===== src/rtl/sec_lut_pkg.sv =====
package sec_lut_pkg;

    // byte offsets of the register map
    localparam logic [11:0] OFS_CTRL    = 12'h000;
    localparam logic [11:0] OFS_BMAX    = 12'h010;
    localparam logic [11:0] OFS_BCFG    = 12'h014;
    localparam logic [11:0] OFS_IDX     = 12'h018;
    localparam logic [11:0] OFS_WIN     = 12'h01C;
    localparam logic [11:0] OFS_STAT    = 12'h020;
    localparam logic [11:0] OFS_CLR     = 12'h024;
    localparam logic [11:0] OFS_EN      = 12'h028;
    localparam logic [11:0] OFS_INFO1   = 12'h02C;
    localparam logic [11:0] OFS_INFO2   = 12'h030;
    localparam logic [11:0] OFS_SET     = 12'h034;
    localparam logic [11:0] OFS_ID_BASE = 12'hFD0;

    localparam int CTRL_ERR_BIT  = 4;
    localparam int CTRL_INC_BIT  = 8;
    localparam int CTRL_LOCK_BIT = 31;

    localparam logic [31:0] CTRL_KEEP  = (32'h1 << CTRL_ERR_BIT) |
                                         (32'h1 << CTRL_INC_BIT) |
                                         (32'h1 << CTRL_LOCK_BIT);
    localparam logic [31:0] CTRL_RESET = 32'h1 << CTRL_INC_BIT;

    typedef struct packed {
        logic        stat;
        logic        en;
        logic [31:0] info1;
        logic [31:0] info2;
    } irq_regs_t;

    function automatic logic [31:0] strb_mask(input logic [3:0] strb);
        return {{8{strb[3]}}, {8{strb[2]}}, {8{strb[1]}}, {8{strb[0]}}};
    endfunction

    function automatic logic [7:0] id_byte(input logic [3:0] k);
        case (k)
            4'd0:    return 8'h04;
            4'd4:    return 8'h60;
            4'd5:    return 8'hB8;
            4'd6:    return 8'h1B;
            4'd8:    return 8'h0D;
            4'd9:    return 8'hF0;
            4'd10:   return 8'h05;
            4'd11:   return 8'hB1;
            default: return 8'h00;
        endcase
    endfunction

endpackage


===== src/rtl/slr_lut_store.sv =====
module slr_lut_store #(
    parameter int WORDS = 8,
    localparam int IW   = (WORDS > 1) ? $clog2(WORDS) : 1
) (
    input  logic                  clk,
    input  logic                  rst_n,
    input  logic                  wr_en,
    input  logic [IW-1:0]         wr_idx,
    input  logic [31:0]           wr_data,
    input  logic [IW-1:0]         rd_idx,
    output logic [31:0]           rd_data,
    output logic [WORDS*32-1:0]   bits_flat
);
    logic [31:0] word_q [WORDS];

    for (genvar w = 0; w < WORDS; w++) begin : g_word
        logic [31:0] word_d;
        always_comb begin
            word_d = word_q[w];
            if (wr_en && (wr_idx == IW'(w))) word_d = wr_data;
        end
        always_ff @(posedge clk or negedge rst_n) begin
            if (!rst_n) word_q[w] <= '0;
            else        word_q[w] <= word_d;
        end
        assign bits_flat[w*32 +: 32] = word_q[w];
    end

    assign rd_data = word_q[rd_idx];

    // a write is visible on the flat export one cycle later
    a_r12_export_follows: assert property (@(posedge clk) disable iff (!rst_n)
        wr_en |=> bits_flat[32*$past(wr_idx) +: 32] == $past(wr_data))
        else $error("table export did not follow write");
endmodule


===== src/rtl/slr_id_rom.sv =====
module slr_id_rom
    import sec_lut_pkg::*;
(
    input  logic [11:0] ofs,
    output logic        hit,
    output logic [31:0] data
);
    logic [11:0] rel;
    always_comb begin
        rel  = ofs - OFS_ID_BASE;
        hit  = (ofs >= OFS_ID_BASE);
        data = hit ? {24'h0, id_byte(rel[5:2])} : 32'h0;
    end
endmodule


===== src/rtl/sec_lut_regbank.sv =====
module sec_lut_regbank
    import sec_lut_pkg::*;
#(
    parameter int MEM_BYTES = 65536,
    parameter int BLK_BYTES = 256,
    localparam int NBLK      = (MEM_BYTES + BLK_BYTES - 1) / BLK_BYTES,
    localparam int WORDS_RAW = (NBLK + 31) / 32,
    localparam int LUT_WORDS = (WORDS_RAW < 1) ? 1 : WORDS_RAW,
    localparam int IW        = (LUT_WORDS > 1) ? $clog2(LUT_WORDS) : 1
) (
    input  logic                      clk,
    input  logic                      rst_n,
    input  logic                      req_valid,
    input  logic                      req_write,
    input  logic [9:0]                req_word_addr,
    input  logic [31:0]               req_wdata,
    input  logic [3:0]                req_strb,
    input  logic                      req_secure,
    output logic                      req_ready,
    output logic [31:0]               req_rdata,
    input  logic                      cap_valid,
    input  logic [31:0]               cap_addr,
    input  logic [31:0]               cap_info,
    output logic [LUT_WORDS*32-1:0]   lut_bits,
    output logic                      gate_err_resp,
    output logic                      irq
);
    localparam logic [31:0] BMAX_VAL = 32'(LUT_WORDS - 1);
    localparam logic [31:0] BCFG_VAL = 32'($clog2(BLK_BYTES) - 5);

    typedef struct packed {
        logic [31:0] ctrl;
        logic [IW-1:0] idx;
        irq_regs_t   ints;
        logic        ready;
        logic [31:0] rdata;
    } state_t;

    state_t st_d, st_q;

    logic [11:0] ofs;
    logic        accept, ns_blocked, do_wr, do_rd, full_word, locked, advance;
    logic [31:0] old_val, wr_val, lut_cur;
    logic        lut_we;
    logic        id_hit;
    logic [31:0] id_data;

    slr_lut_store #(.WORDS(LUT_WORDS)) i_store (
        .clk       (clk),
        .rst_n     (rst_n),
        .wr_en     (lut_we),
        .wr_idx    (st_q.idx),
        .wr_data   (wr_val),
        .rd_idx    (st_q.idx),
        .rd_data   (lut_cur),
        .bits_flat (lut_bits)
    );

    slr_id_rom i_id (
        .ofs  (ofs),
        .hit  (id_hit),
        .data (id_data)
    );

    always_comb begin
        ofs        = {req_word_addr, 2'b00};
        accept     = req_valid && !st_q.ready;
        ns_blocked = !req_secure && (ofs < OFS_ID_BASE);
        do_wr      = accept && req_write && !ns_blocked;
        do_rd      = accept && !req_write && !ns_blocked;
        full_word  = (req_strb == 4'hF);
        locked     = st_q.ctrl[CTRL_LOCK_BIT];

        case (ofs)
            OFS_CTRL: old_val = st_q.ctrl;
            OFS_IDX:  old_val = 32'(st_q.idx);
            OFS_WIN:  old_val = lut_cur;
            default:  old_val = 32'h0;
        endcase
        wr_val = (old_val & ~strb_mask(req_strb)) | (req_wdata & strb_mask(req_strb));

        st_d       = st_q;
        st_d.ready = accept;
        lut_we     = 1'b0;
        advance    = 1'b0;
        if (accept) st_d.rdata = 32'h0;

        if (do_wr) begin
            case (ofs)
                OFS_CTRL: if (!locked) st_d.ctrl = wr_val & CTRL_KEEP;
                OFS_IDX:  st_d.idx = IW'(wr_val % 32'(LUT_WORDS));
                OFS_WIN:  if (!locked) begin
                              lut_we  = 1'b1;
                              advance = full_word;
                          end
                OFS_CLR:  if (wr_val[0]) st_d.ints.stat = 1'b0;
                OFS_EN:   if (!locked) st_d.ints.en = wr_val[0];
                OFS_SET:  if (wr_val[0]) st_d.ints.stat = 1'b1;
                default:  ;
            endcase
        end

        if (do_rd) begin
            case (ofs)
                OFS_CTRL:  st_d.rdata = st_q.ctrl;
                OFS_BMAX:  st_d.rdata = BMAX_VAL;
                OFS_BCFG:  st_d.rdata = BCFG_VAL;
                OFS_IDX:   st_d.rdata = 32'(st_q.idx);
                OFS_WIN:   begin
                               st_d.rdata = lut_cur;
                               advance    = full_word;
                           end
                OFS_STAT:  st_d.rdata = {31'h0, st_q.ints.stat};
                OFS_EN:    st_d.rdata = {31'h0, st_q.ints.en};
                OFS_INFO1: st_d.rdata = st_q.ints.info1;
                OFS_INFO2: st_d.rdata = st_q.ints.info2;
                default:   st_d.rdata = id_hit ? id_data : 32'h0;
            endcase
        end

        if (advance && st_q.ctrl[CTRL_INC_BIT])
            st_d.idx = (st_q.idx == IW'(LUT_WORDS - 1)) ? '0 : st_q.idx + 1'b1;

        // capture from the gate only while nothing is pending
        if (cap_valid && !st_q.ints.stat) begin
            st_d.ints.info1 = cap_addr;
            st_d.ints.info2 = cap_info;
            st_d.ints.stat  = 1'b1;
        end
    end

    always_ff @(posedge clk or negedge rst_n) begin
        if (!rst_n) begin
            st_q.ctrl  <= CTRL_RESET;
            st_q.idx   <= '0;
            st_q.ints  <= '{stat: 1'b0, en: 1'b1, info1: 32'h0, info2: 32'h0};
            st_q.ready <= 1'b0;
            st_q.rdata <= 32'h0;
        end else begin
            st_q <= st_d;
        end
    end

    assign req_ready     = st_q.ready;
    assign req_rdata     = st_q.rdata;
    assign gate_err_resp = st_q.ctrl[CTRL_ERR_BIT];
    assign irq           = st_q.ints.stat && st_q.ints.en;

    // lockdown is sticky until reset
    a_r6_lock_sticky: assert property (@(posedge clk) disable iff (!rst_n)
        st_q.ctrl[CTRL_LOCK_BIT] |=> st_q.ctrl[CTRL_LOCK_BIT])
        else $error("lockdown dropped");

    // table frozen against window writes under lockdown
    a_r6_lock_table: assert property (@(posedge clk) disable iff (!rst_n)
        (accept && req_write && locked && ofs == OFS_WIN) |=> $stable(lut_bits))
        else $error("table changed under lockdown");

    // non-secure access below the ID space leaves control and table alone
    a_r5_ns_no_effect: assert property (@(posedge clk) disable iff (!rst_n)
        (accept && ns_blocked) |=> ($stable(st_q.ctrl) && $stable(lut_bits) && $stable(st_q.idx)))
        else $error("non-secure access changed state");

    // completion one cycle after acceptance, single cycle wide
    a_r11_ready_next: assert property (@(posedge clk) disable iff (!rst_n)
        accept |=> req_ready)
        else $error("no ready after accept");
    a_r11_ready_pulse: assert property (@(posedge clk) disable iff (!rst_n)
        req_ready |=> !req_ready)
        else $error("ready held two cycles");

    // capture words hold while a violation is pending
    a_r10_capture_hold: assert property (@(posedge clk) disable iff (!rst_n)
        st_q.ints.stat |=> ($stable(st_q.ints.info1) && $stable(st_q.ints.info2)))
        else $error("capture overwritten while pending");

    // index stays inside the table
    a_r4_idx_range: assert property (@(posedge clk) disable iff (!rst_n)
        32'(st_q.idx) < 32'(LUT_WORDS))
        else $error("index out of range");
endmodule


===== config.mk =====
export PLATFORM = sky130hd
export DESIGN_NAME = sec_lut_regbank
export DESIGN_NICKNAME = d
export VERILOG_FILES = /design/src/rtl/sec_lut_pkg.sv /design/src/rtl/slr_lut_store.sv /design/src/rtl/slr_id_rom.sv /design/src/rtl/sec_lut_regbank.sv
export SDC_FILE = /design/constraint.sdc
export NUM_CORES = 1
export LEC_CHECK = 0
export BUFFER_PORTS_ARGS = -buffer_cell sky130_fd_sc_hd__buf_2
export CAP_MARGIN = 20
export CORE_AREA = 4 4 191 331
export DETAILED_ROUTE_END_ITERATION = 6
export DIE_AREA = 0 0 195 335
export MAX_ROUTING_LAYER = met4
export PLACE_DENSITY_LB_ADDON = 0.15
export SETUP_SLACK_MARGIN = 0.4
export SYNTH_ARGS = -nofsm -noshare
export SYNTH_HDL_FRONTEND = slang
export SYNTH_HIERARCHICAL = 1
export SYNTH_SLANG_ARGS = --single-unit
export TNS_END_PERCENT = 20

===== constraint.sdc =====
create_clock -name clk -period 3.76 [get_ports clk]
set_input_delay 0.752 -clock clk [delete_from_list [all_inputs] [get_ports clk]]
set_output_delay 0.752 -clock clk [all_outputs]
set_load 0.1 [all_outputs]

# After elaboration in Yosys (flattened, before gate mapping)
# Memories as Yosys holds them, arrays and structs flattened.
# Index checks and enable logic that the tools add are counted.
[totals] register_bits=361 latch_bits=0 ram_bits=0 rom_bits=128 input_bits=116 output_inout_bits=291 word_cells=110 mem_count=1
[op_classes] n_addsub=2 n_mul=0 n_div=0 order_cmp=3 n_eq_ne=20 shift=0 mux=27 n_bitwise=6 n_reduce_logical=34
[memory_table] name="(name not given)" depth=16 word_bits=8 rd=1 rd_clocked_by_memory_dff=0 wr=0 line="sec_lut_pkg.sv:38" text="case (k)"
[op_table] op="32-bit case mux with 9 select lines" count=1
[op_table] op="32-bit 2-to-1 mux" count=5
[op_table] op="32-bit binary-select mux with 3-bit select" count=1
[op_table] op="32-bit case mux with 3 select lines" count=1
[op_table] op="32-bit bitwise AND" count=2
[op_table] op="10-bit by 4-bit == test with 1-bit output, second input constant" count=6
[op_table] op="10-bit by 3-bit == test with 1-bit output, second input constant" count=4
[op_table] op="32-bit inverter" count=1
[op_table] op="32-bit OR" count=1
[op_table] op="1-bit logical AND" count=17
[op_table] op="1-bit 2-to-1 mux" count=13
[op_table] op="3-bit == test, second input constant" count=4
[op_table] op="12-bit >= comparator, second input constant" count=1
[op_table] op="12-bit < comparator, second input constant" count=1
[op_table] op="10-bit logical NOT" count=1
[op_table] op="3-bit 2-to-1 mux" count=3
[op_table] op="8-bit 2-to-1 mux" count=1
[op_table] op="2-bit nonzero test" count=4
[op_table] op="3-bit by 2-bit == test with 1-bit output, second input constant" count=2
[op_table] op="3-bit by 2-bit != test with 1-bit output, second input constant" count=2
[op_table] op="3-bit AND reduction" count=2
[op_table] op="6-bit by 5-bit subtractor with 6-bit output, second input constant" count=1
[op_table] op="1-bit logical NOT" count=5
[op_table] op="5-bit 2-to-1 mux" count=1
[op_table] op="11 further kinds" count=12

# Logic depth before layout (Yosys ltp)
[logic_depth] depth_word=11 ltp_mapped=11 mapped_depth_nobuf=8

# Hierarchy
# The synthesis kept the hierarchy.
[by_module_without_submodules] mod="slr_lut_store" instances=1 cells_per_inst=665 area_per_inst_um2=11634.9 seq_area_each_um2=6406.1
[by_module_without_submodules] mod="sec_lut_regbank" instances=1 cells_per_inst=611 area_per_inst_um2=5914.4 seq_area_each_um2=2630.0
[by_module_without_submodules] mod="slr_id_rom" instances=1 cells_per_inst=62 area_per_inst_um2=432.9 seq_area_each_um2=0.0

# Worst setup path before layout
# Ideal clock, no wire load.
[synth_timing] path_kind="input port to flip-flop" startpoint="input port req_word_addr[2]" endpoint="register i_store.word_q, in the netlist i_store/bits_flat[146]" setup_time_ps=126 t_arrival_ps=2880 required_time_ps=3634 path_slack_ps=755 stages=11 path_buffers=6 path_cell_list="buf_2 -> nor2b_1 -> clkbuf_1 -> clkbuf_1 -> nand3_1 -> nor3_1 -> buf_2 -> nor4bb_1 -> clkbuf_2 -> buf_4 -> mux2_2"
[synth_via] elab_chain_len=6
[synth_lines] element="start: declaration" line="sec_lut_regbank.sv:15" text="input logic [9:0] req_word_addr,"
[synth_lines] element="12-bit < comparator" line="sec_lut_regbank.sv:68" text="ns_blocked = !req_secure && (ofs < OFS_ID_BASE);"
[synth_lines] element="1-bit logical AND" line="sec_lut_regbank.sv:68"
[synth_lines] element="1-bit logical NOT" line="sec_lut_regbank.sv:69" text="do_wr = accept && req_write && !ns_blocked;"
[synth_lines] element="1-bit logical AND" line="sec_lut_regbank.sv:69"
[synth_lines] element="1-bit 2-to-1 mux (*)" line="sec_lut_regbank.sv:88" text="if (do_wr) begin"
[synth_lines] element="net lut_we" line="sec_lut_regbank.sv:44" text="logic lut_we;"
[synth_lines] element="1-bit logical AND (*)" line="slr_lut_store.sv:20" text="if (wr_en && (wr_idx == IW'(w))) word_d = wr_data;"
[synth_lines] element="end signal: indexed assignment" line="slr_lut_store.sv:24" text="else word_q[w] <= word_d;"
[synth_lines] element="end: declaration" line="slr_lut_store.sv:14" text="logic [31:0] word_q [WORDS];"
# Mark *: on every way through the listed nets, which the timed path passes. The rest lies on a longest branch.
# A chain may end at the register's enable or synchronous reset.

# Final worst setup path
[layout_timing] startpoint="register st_q[99] (netlist bit)" endpoint="register st_q, in the netlist req_rdata[22]"
[layout_via] elab_chain_len=6
[layout_lines] element="start: declaration" line="sec_lut_regbank.sv:39" text="state_t st_d, st_q;"
[layout_lines] element="start signal: assignment" line="sec_lut_regbank.sv:140" text="st_q <= st_d;"
[layout_lines] element="3-bit inverter with 4-bit output (implied by the code)" line="slr_lut_store.sv:29" text="assign rd_data = word_q[rd_idx];"
[layout_lines] element="32-bit binary-select mux with 3-bit select" line="slr_lut_store.sv:29"
[layout_lines] element="32-bit 2-to-1 mux (implied by the code) (2 in series)" line="slr_lut_store.sv:29"
[layout_lines] element="net lut_cur[22]" line="sec_lut_regbank.sv:43" text="logic [31:0] old_val, wr_val, lut_cur;"
[layout_lines] element="32-bit case mux with 9 select lines" line="sec_lut_regbank.sv:104" text="case (ofs)"
[layout_lines] element="32-bit 2-to-1 mux" line="sec_lut_regbank.sv:103" text="if (do_rd) begin"
# The timed path passes the listed nets, and every way through them passes these cells. The select of a mux whose other input is x is not followed.

==> results.md <==
* Final Setup Violations at 0
* Final period util at 82.9%
* Core area at 60,500 µm²
* PwrDens at 388 nW/µm²
* Post-route ant nets at 0
* Critical Path RT at 4.22 ns
* Vert. Die Dim at 335 µm
* Predominant post-synthesis flop cell: dfrtp_1
* Fin crit period at 3.12 ns
* First-pass GRT wire length at 97,300 µm
* GRT Util Overall at 20.6%
* H-tree depth at 2
* Horiz. Die Dim at 195 µm
* Pins Over Slew Limit at 0
* Area growth from synthesis to layout at 24.3%
* Vias in the first global route at 13,593
* Worst-Margin Slew at 0.926 ns
* Routed wire per std cell at 26.3 µm
* Synth Warn # at 6
* CP max FO at 28
* # clock sinks at 361
* Avg Inst Size Synth at 13.4 µm²
* Routability cong. at 0.828
* Layout cells sized above 1 at 53.9%
* Leakage at 11.5 nW
* Max VDD drop at 360 µV
* Worst Setup End Kind: register
* Number of cells on the worst reg-to-reg path at 7
* Drt drc at 0
* I/O pin cnt at 407
* Async S/R FF share, synth at 100%
* Die area at 65,300 µm²
* F_max at 0.321 GHz
* Worst Hold Class: primary input to asynchronous set/reset pin
* Worst setup margin at 0.643 ns
* Mapped Area at 18,000 µm²
* Clock transition at path regs at 0.06 ns
* CTS Buf Count at 40
* Clock Latency Late Sink at 0.59 ns
* Postcts setup bufs at 0
* Fin nets at 1,858
* Via count at 12,704
* Clock tree buffer depth at 3
* Yosys cell types at 66
* EDFF count, synth at 0
* Row count at 119
* Port bufs at 406
* Layout Skew at 0.0261 ns
* Initial antenna violation count at 13
* Post-CTS sizing at 0
* Dpl ws at 0.279 ns
* Mapped Cells at 1,338
* FF+latch count, synth at 361
* Share of the synthesized area in the top cell type at 50.0%
* Slew Limit Headroom at 37.6%
* Setup TNS at 0 ns
* Max Cap Viol at 0
* Worst Path Arrival at 3.58 ns
* Area contributors post-synth: dfrtp_1 50%, mux2_2 22%, mux4_1 5.8%
* Critical path class: register to register
* Worst setup SP type: register
* Vias per cell at 4.96
* Status: complete, no violations
* Cell taking the most area after synthesis: dfrtp_1
* HPWL after DPL at 48,500 µm
* Largest net degree at the start of global routing at 82
* CTS tree: done
* DRT Pass-1 Iters at 4
* Drt total wl at 67,300 µm
* RSZ-0062 raised after global routing: false
* Sequential fraction of the synthesis area at 50.3%
* Endpoints failing hold at 0
* CTS root buffer: clkbuf_16
* Initial cell density of the core at 29.7%
* Cts hold-fix bufs at 0
* Grt total ovfl at 0
* Initial DRC count at 429
-- cells in the final DEF (no fill, tap or decap), drive strengths merged, types with 16 or more instances in the layout --
cell type,instances
nand2,122
a21oi,32
a22oi,16
conb,26
buf,482
dfrtp,359
clkbuf,51
o21ai,75
and3,17
mux2,359
mux4,64
-- cells in the mapped netlist (all sizes together) (3+ instances only) --
cell type and number:
nor4bb 4, and4b 3, nand2b 5, inv 6, a22oi 16, and2 3
o21ai 75, a221oi 12, dfrtp 359, nand3 6, o31ai 4, mux2 359
clkbuf 39, nor4 3, nor3 5, nor2 12, nor2b 5, ha 8
nand2 122, and3 17, mux2i 5, a211oi 3, buf 113, nand4 6
nor4b 3, a22o 10, a21oi 32, o21a 3, mux4 64, nand4b 5
-- registers in the layout, summed over array words and instances (netlist names) --
signal / count
i_store/bits_flat: 256
st_q: 70
req_rdata: 32
gate_err_resp: 1
locked: 1
req_ready: 1
-- final timing paths --
path	from	endpoint	slack, ns
max	st_q[99]	req_rdata[22]	0.64
min	rst_n	req_rdata[21]	0.17
max reg2reg	st_q[99]	req_rdata[22]	0.64
min reg2reg	req_rdata[3]	req_rdata[3]	0.48
max in group asynchronous	rst_n	i_store/bits_flat[164]	2.66
min in group clk	cap_info[31]	st_q[64]	0.40
-- power by group --
group          internal (mW)  total, mW  switching [mW]
Sequential              3.97       4.01          0.0439
Combinational          0.178      0.476           0.298
Clock                   2.45       4.18            1.73
Total                   6.59       8.67            2.07
-- cell families after synthesis --
kind of cell | Yosys count | synth area share, %
buf+inv | 158 | 5.40
flops | 361 | 50.3
compound gates | 173 | 6.07
mux | 428 | 31.6
fa+ha+maj | 8 | 0.557
simple gates | 208 | 6.07
other cells | 2 | 0.0418
-- cell type report --
type | instances | area, µm²
Antenna cell | 12 | 30.0
Sequential cell | 361 | 9040
Clock buffer | 51 | 1110
Timing Repair Buffer | 482 | 2750
Multi-Input combinational cell | 843 | 8160
Clock inverter | 22 | 249
Inverter | 6 | 22.5
Tap cell | 786 | 983
Fill cell | 6098 | 38100
-- worst max-delay path, stage by stage (launching register included) --
cell and delay [ns]:
dfrtp_4 0.77, buf_4 0.40, mux4_1 0.64, mux2_2 0.40, a22oi_1 0.33, o21ai_0 0.17
a21oi_1 0.18, o21ai_0 0.08
-- metrics by stage --
stage | cells | total power [mW] | area, µm² | hold WS (ns) | utilization, %
after global routing | 2562 | 9.01 | 22300 | 0.219 | 37.0
after detailed placement | 2478 | 4.57 | 21000 | 0.467 | 34.7
final | 2563 | 8.67 | 22400 | 0.167 | 37.0
after floorplan | 1362 | 4.29 | 18100 | 0.450 | -
after global placement | 2478 | 4.56 | 21000 | 0.464 | 34.7
after CTS | 2551 | 8.82 | 22300 | 0.207 | 36.9
-- routing by layer --
layer	track usage, %	up-vias	share of wire (%)
met5	-	-	0
met4	6.76	0	3.3
met3	5.29	88	6.1
met2	34.9	361	51
met1	24.0	6570	40
li1	-	5685	-
No activity file was read; power rests on OpenSTA's default activity.
